### src/rtl/ldst_pkg.sv
package ldst_pkg;
  localparam int INSTR_W = 16;
  localparam int RIDX_W  = 3;
  // field positions of the memory instruction format
  localparam int RX_LSB  = 13;
  localparam int RY_LSB  = 10;
  localparam int RSV_MSB = 9;
  localparam int RSV_LSB = 3;
  localparam int LS_BIT  = 2;
  localparam logic [1:0] FMT_MEM = 2'b11;

  typedef logic [RIDX_W-1:0] ridx_t;

  typedef enum logic [1:0] {
    OP_NONE  = 2'd0,
    OP_LOAD  = 2'd1,
    OP_STORE = 2'd2,
    OP_BAD   = 2'd3
  } mem_op_e;

  typedef struct packed {
    mem_op_e op;
    ridx_t   rx;
    ridx_t   ry;
  } mem_dec_t;

  function automatic ridx_t field_rx(input logic [INSTR_W-1:0] w);
    return w[RX_LSB +: RIDX_W];
  endfunction

  function automatic ridx_t field_ry(input logic [INSTR_W-1:0] w);
    return w[RY_LSB +: RIDX_W];
  endfunction
endpackage

### src/rtl/ldst_decode.sv
module ldst_decode
  import ldst_pkg::*;
(
  input  logic               req_i,
  input  logic [INSTR_W-1:0] instr_i,
  output mem_dec_t           dec_o
);
  logic is_mem;
  logic rsv_clean;

  assign is_mem    = req_i && (instr_i[1:0] == FMT_MEM);
  assign rsv_clean = (instr_i[RSV_MSB:RSV_LSB] == '0);

  always_comb begin
    dec_o.rx = field_rx(instr_i);
    dec_o.ry = field_ry(instr_i);
    if (!is_mem)           dec_o.op = OP_NONE;
    else if (!rsv_clean)   dec_o.op = OP_BAD;
    else if (instr_i[LS_BIT]) dec_o.op = OP_STORE;
    else                   dec_o.op = OP_LOAD;
  end
endmodule

### src/rtl/ldst_dmem.sv
module ldst_dmem #(
  parameter int DATA_W = 16,
  parameter int ADDR_W = 8
) (
  input  logic              clk_i,
  input  logic              rst_ni,
  input  logic              we_i,
  input  logic              re_i,
  input  logic [ADDR_W-1:0] addr_i,
  input  logic [DATA_W-1:0] wdata_i,
  output logic [DATA_W-1:0] rdata_o
);
  localparam int DEPTH = 1 << ADDR_W;

  logic [DATA_W-1:0] mem_q [DEPTH];

  always_ff @(posedge clk_i) begin
    if (we_i) mem_q[addr_i] <= wdata_i;
  end

  always_ff @(posedge clk_i or negedge rst_ni) begin
    if (!rst_ni)   rdata_o <= '0;
    else if (re_i) rdata_o <= mem_q[addr_i];
  end
endmodule

### src/rtl/ldst_resp.sv
module ldst_resp
  import ldst_pkg::*;
#(
  parameter int DATA_W = 16
) (
  input  logic              clk_i,
  input  logic              rst_ni,
  input  mem_op_e           op_i,
  input  ridx_t             rx_i,
  input  logic [DATA_W-1:0] rdata_i,
  output logic              wr_en_o,
  output ridx_t             wr_idx_o,
  output logic [DATA_W-1:0] wr_data_o,
  output logic              done_o,
  output logic              illegal_o
);
  logic  load_q;
  ridx_t idx_q;

  always_ff @(posedge clk_i or negedge rst_ni) begin
    if (!rst_ni) begin
      load_q    <= 1'b0;
      idx_q     <= '0;
      done_o    <= 1'b0;
      illegal_o <= 1'b0;
    end else begin
      load_q    <= (op_i == OP_LOAD);
      done_o    <= (op_i == OP_LOAD) || (op_i == OP_STORE);
      illegal_o <= (op_i == OP_BAD);
      if (op_i == OP_LOAD) idx_q <= rx_i;
    end
  end

  assign wr_en_o   = load_q;
  assign wr_idx_o  = load_q ? idx_q : '0;
  assign wr_data_o = load_q ? rdata_i : '0;
endmodule

### src/rtl/ldst_unit.sv
module ldst_unit
  import ldst_pkg::*;
#(
  parameter int DATA_W = 16,
  parameter int ADDR_W = 8
) (
  input  logic              clk_i,
  input  logic              rst_ni,
  input  logic              req_i,
  input  logic [15:0]       instr_i,
  output logic [2:0]        rf_rx_idx_o,
  output logic [2:0]        rf_ry_idx_o,
  input  logic [DATA_W-1:0] rf_rx_data_i,
  input  logic [DATA_W-1:0] rf_ry_data_i,
  output logic              wr_en_o,
  output logic [2:0]        wr_idx_o,
  output logic [DATA_W-1:0] wr_data_o,
  output logic              done_o,
  output logic              illegal_o
);
  mem_dec_t          dec;
  logic [ADDR_W-1:0] addr;
  logic [DATA_W-1:0] rdata;
  logic [DATA_W-ADDR_W-1:0] ry_hi_unused;

  ldst_decode u_dec (
    .req_i   (req_i),
    .instr_i (instr_i),
    .dec_o   (dec)
  );

  assign rf_rx_idx_o  = dec.rx;
  assign rf_ry_idx_o  = dec.ry;
  assign addr         = rf_ry_data_i[ADDR_W-1:0];
  assign ry_hi_unused = rf_ry_data_i[DATA_W-1:ADDR_W];

  ldst_dmem #(.DATA_W(DATA_W), .ADDR_W(ADDR_W)) u_mem (
    .clk_i   (clk_i),
    .rst_ni  (rst_ni),
    .we_i    (dec.op == OP_STORE),
    .re_i    (dec.op == OP_LOAD),
    .addr_i  (addr),
    .wdata_i (rf_rx_data_i),
    .rdata_o (rdata)
  );

  ldst_resp #(.DATA_W(DATA_W)) u_resp (
    .clk_i     (clk_i),
    .rst_ni    (rst_ni),
    .op_i      (dec.op),
    .rx_i      (dec.rx),
    .rdata_i   (rdata),
    .wr_en_o   (wr_en_o),
    .wr_idx_o  (wr_idx_o),
    .wr_data_o (wr_data_o),
    .done_o    (done_o),
    .illegal_o (illegal_o)
  );
endmodule

### config.mk
export PLATFORM = sky130hd
export DESIGN_NAME = ldst_unit
export DESIGN_NICKNAME = d
export VERILOG_FILES = /design/src/rtl/ldst_pkg.sv /design/src/rtl/ldst_decode.sv /design/src/rtl/ldst_dmem.sv /design/src/rtl/ldst_resp.sv /design/src/rtl/ldst_unit.sv
export SDC_FILE = /design/constraint.sdc
export NUM_CORES = 2
export LEC_CHECK = 0
export ABC_CLOCK_PERIOD_IN_PS = 2360
export BUFFER_PORTS_ARGS = -buffer_cell sky130_fd_sc_hd__clkbuf_2
export CAP_MARGIN = 20
export CORE_AREA = 2 2 612 614
export CTS_CLUSTER_DIAMETER = 40
export CTS_CLUSTER_SIZE = 20
export DETAILED_ROUTE_END_ITERATION = 12
export DIE_AREA = 0 0 614 616
export PLACE_DENSITY = 0.55
export SETUP_SLACK_MARGIN = 0.05
export SLEW_MARGIN = 20
export SYNTH_ARGS = -nofsm -noshare
export SYNTH_HDL_FRONTEND = slang
export SYNTH_SLANG_ARGS = --single-unit
### constraint.sdc
create_clock -name clk_i -period 2.36 [get_ports clk_i]
set_clock_uncertainty 0.1 [all_clocks]
set_input_delay 0.118 -clock clk_i [delete_from_list [all_inputs] [get_ports clk_i]]
set_output_delay 0.118 -clock clk_i [all_outputs]
set_load 0.1 [all_outputs]
==> metrics.md <==
| Metric | Value |
|---|---|
| Worst skew pair latency | `1.06 ns` |
| Failing checks | `setup timing` |
| Outcome | `complete, but fails checks` |
| Layout cells sized above 1 | `0.390` |
| Clock Tree Buf Depth | `4` |
| DP HPWL | `312000 um` |
| Die footprint | `0.378 sq mm` |
| Drt first pass iters | `6` |
| HP Class | `in2reg` |
| Post-Layout Cell Count | `14200` |
| Placer Congestion | `0.900` |
| Syn Area/Cell | `21.8 sq um` |
| H-tree depth | `6` |
| Routed Antenna Nets | `0` |
| Register area share after synthesis | `0.776` |
| Post-Syn Area | `0.159 sq mm` |
| Hold Slack | `0.0766 ns` |
| WL/cell | `33.8 um` |
| Syn_nets | `7359` |
| Vias in the first global route | `84000` |
| Mapped Cells | `7305` |
| DIE HEIGHT | `616 um` |
| # DRC | `0` |
| Crit Path Max Fanout | `2` |
| Initial antenna violation count | `26` |
| Number of enable flip-flop cells after synthesis | `4096` |
| Power Dens Cells | `863 mW/mm^2` |
| Sink Count | `4118` |
| Effective utilization at floorplan | `0.428` |
| Grt total ovfl | `0` |
| Initial DRC Count | `9933` |
| CTS buffer count | `539` |
| Required time of the critical path | `3.18 ns` |
| Total Nets Final | `8827` |
| Routed vias | `83100` |
| Unrepaired setup endpoints after global routing | `true` |
| Ys flop type | `edfxtp_1` |
| Post-route cell area | `0.201 sq mm` |
| Maximum vdd drop | `0.000856 V` |
| Max-Slew Margin vs Limit | `0.218` |
| Crit path capture type | `flop` |
| Largest net degree at the start of global routing | `105` |
| I/O Pins | `79` |
| All-Layer GR Usage | `0.252` |
| CP arrival | `3.81 ns` |
| Chip Width | `614 um` |
| Synthesis-to-finish area growth | `26.4%` |
| CTS tree | `built` |
| Startpoint types | `flop` |
| Final wirelength | `479000 um` |
| PnR worst setup slack | `-0.625 ns` |
| Cell count after placement | `13100` |
| Pleak | `65.5 nW` |
| Yosys warning total | `0` |
| Clk pin slew, worst setup/hold paths | `0.07 ns` |
| First-pass GRT wire length | `667000 um` |
| Final hold vios | `0` |
| Core Box Area | `0.371 sq mm` |
| Synth async-reset ratio | `0.00534` |
| Worst Tran Pin Value | `1.17 ns` |
| WS Path Type | `reg2reg` |
| FF+latch count, synth | `4118` |
| Post-DP Area | `0.181 sq mm` |
| Crit path time final | `2.99 ns` |
| IO Port Bufs | `64` |
| Setup-failing EPs final | `17` |
| Filler instances | `28200` |
| R2R setup slack | `-0.63 ns` |
| Max Cap Viol | `0` |
| Root Buffer | `clkbuf_16` |
| Row cnt | `224` |
| Slew Viols, Final | `0` |
| Final period util | `1.27` |
| Synth cell types | `64` |
| Vias/cell | `5.85` |
| FMAX | `335 MHz` |
## repair_timing
action	4_1_cts	5_1_grt
endpoints found under the hold margin	4206	0
cloned	0	0
gates resized for setup	141	31
setup buffers	3	3
pin swaps	33	23
setup endpoints to repair	36	34
hold buffers	56	0
## area by class of cell
type	count	area, sq um	area share
Tap cell	4972	6220	0.0309
Clock buffer	590	13800	0.0687
Timing Repair Buffer	1364	16600	0.0826
Sequential cell	4118	124000	0.614
Multi-Input combinational cell	2740	36100	0.179
Inverter	10	47.5	0.000236
Antenna cell	12	30.0	0.000149
Clock inverter	387	4740	0.0235
## worst max-delay path, stage by stage (launching register included)
cell and delay [ns]:
edfxtp_1 0.37, mux4_2 0.48, mux4_2 0.56, o211ai_1 0.60, o2111ai_2 0.34, buf_4 0.24, a22o_1 0.20
## cells by family (layout without fill, tap and decap cells)
| kind of cell | count (synthesis) | after routing | synth area share |
|---|---|---|---|
| flip-flops | 4118 | 4118 | 0.776 |
| multiplexers | 1404 | 1404 | 0.161 |
| AND/OR/NAND/NOR | 788 | 788 | 0.0226 |
| AO/OA/AOI/OAI | 545 | 545 | 0.0243 |
| buffers and inverters | 447 | 2351 | 0.0152 |
| adder cells (fa/ha/maj) | 3 | 3 | 0.000236 |
| other | 0 | 12 | 0 |
## cells in the mapped netlist, types with 23 or more instances
| master | n | area (sq um) |
|---|---|---|
| edfxtp_1 | 4096 | 123000 |
| mux4_2 | 923 | 20800 |
| mux2i_1 | 429 | 4290 |
| nor2_1 | 367 | 1380 |
| clkbuf_1 | 158 | 593 |
| nand2_1 | 144 | 541 |
| buf_2 | 118 | 591 |
| o22ai_1 | 111 | 694 |
| buf_4 | 110 | 826 |
| a22oi_1 | 88 | 661 |
| o21ai_0 | 68 | 340 |
| nand3_1 | 66 | 330 |
| mux2_2 | 52 | 586 |
| a21oi_1 | 49 | 245 |
| and2_1 | 41 | 257 |
| nor4_1 | 41 | 257 |
| a211oi_1 | 36 | 270 |
| nor2b_1 | 35 | 219 |
| buf_1 | 28 | 105 |
| nor3_1 | 25 | 125 |
| o211ai_1 | 25 | 188 |
| a221oi_1 | 24 | 210 |
| buf_6 | 23 | 259 |
## per-layer routing
layer  part of all wire  GRT usage
met4              0.031     0.0730
met3              0.070     0.0385
met1               0.42      0.357
met5           0.000086          0
met2               0.48      0.405
## worst paths after layout
path	from	to	cells after the start
worst max-delay path	u_mem.mem_q[176][4]	u_mem.rdata_o[4]	6
worst min-delay path	rf_ry_data_i[3]	u_mem.rdata_o[11]	7
worst max register to register	u_mem.mem_q[176][4]	u_mem.rdata_o[4]	6
worst min register to register	u_mem.rdata_o[9]	u_mem.rdata_o[9]	1
max in group asynchronous	rst_ni	u_mem.rdata_o[9]	5
min in group asynchronous	rst_ni	u_resp.idx_q[0]	5
## where the power goes
part | internal [mW] | switching (mW)
Sequential | 80.5 | 0.167
Clock | 49.8 | 33.4
Combinational | 3.78 | 5.95
Total | 134 | 39.5
## cells in the final DEF (no fill, tap or decap), types with 22 or more instances in the layout
cell type	n
o21ai_0	62
dlygate4sd3_1	51
nand3_1	47
nor2b_1	30
o22ai_1	100
bufinv_16	57
edfxtp_1	4096
a21oi_1	45
a22oi_1	87
nand2_1	126
inv_6	74
nor2_1	106
nor4_1	28
buf_12	482
nor2_4	243
clkinv_1	49
o211ai_1	25
clkbuf_16	547
buf_4	766
nand4_1	22
clkinv_4	31
clkinv_2	60
clkbuf_1	44
mux4_2	923
and2_1	39
mux2i_1	428
a211oi_1	34
clkinvlp_4	51
mux2_2	51
## flip-flops by register name, summed over array words and instances, names as in the netlist
signal / cells
u_mem.mem_q: 4096
u_mem.rdata_o: 16
u_resp.idx_q: 3
u_resp.done_o: 1
u_resp.illegal_o: 1
u_resp.wr_en_o: 1
## per-stage QoR
step,total power [mW],TNS (ns),util,setup slack [ns]
after floorplan,86.3,-558.32,-,-0.205
final,174,-3.76,0.542,-0.625
after global routing,178,-4.29,0.542,-0.665
after global placement,91.5,-1759.58,0.488,-2.04
after CTS,175,-3.65,0.541,-0.554
after detailed placement,91.6,-1992.07,0.488,-1.81
(Power assumes the default switching activity.)
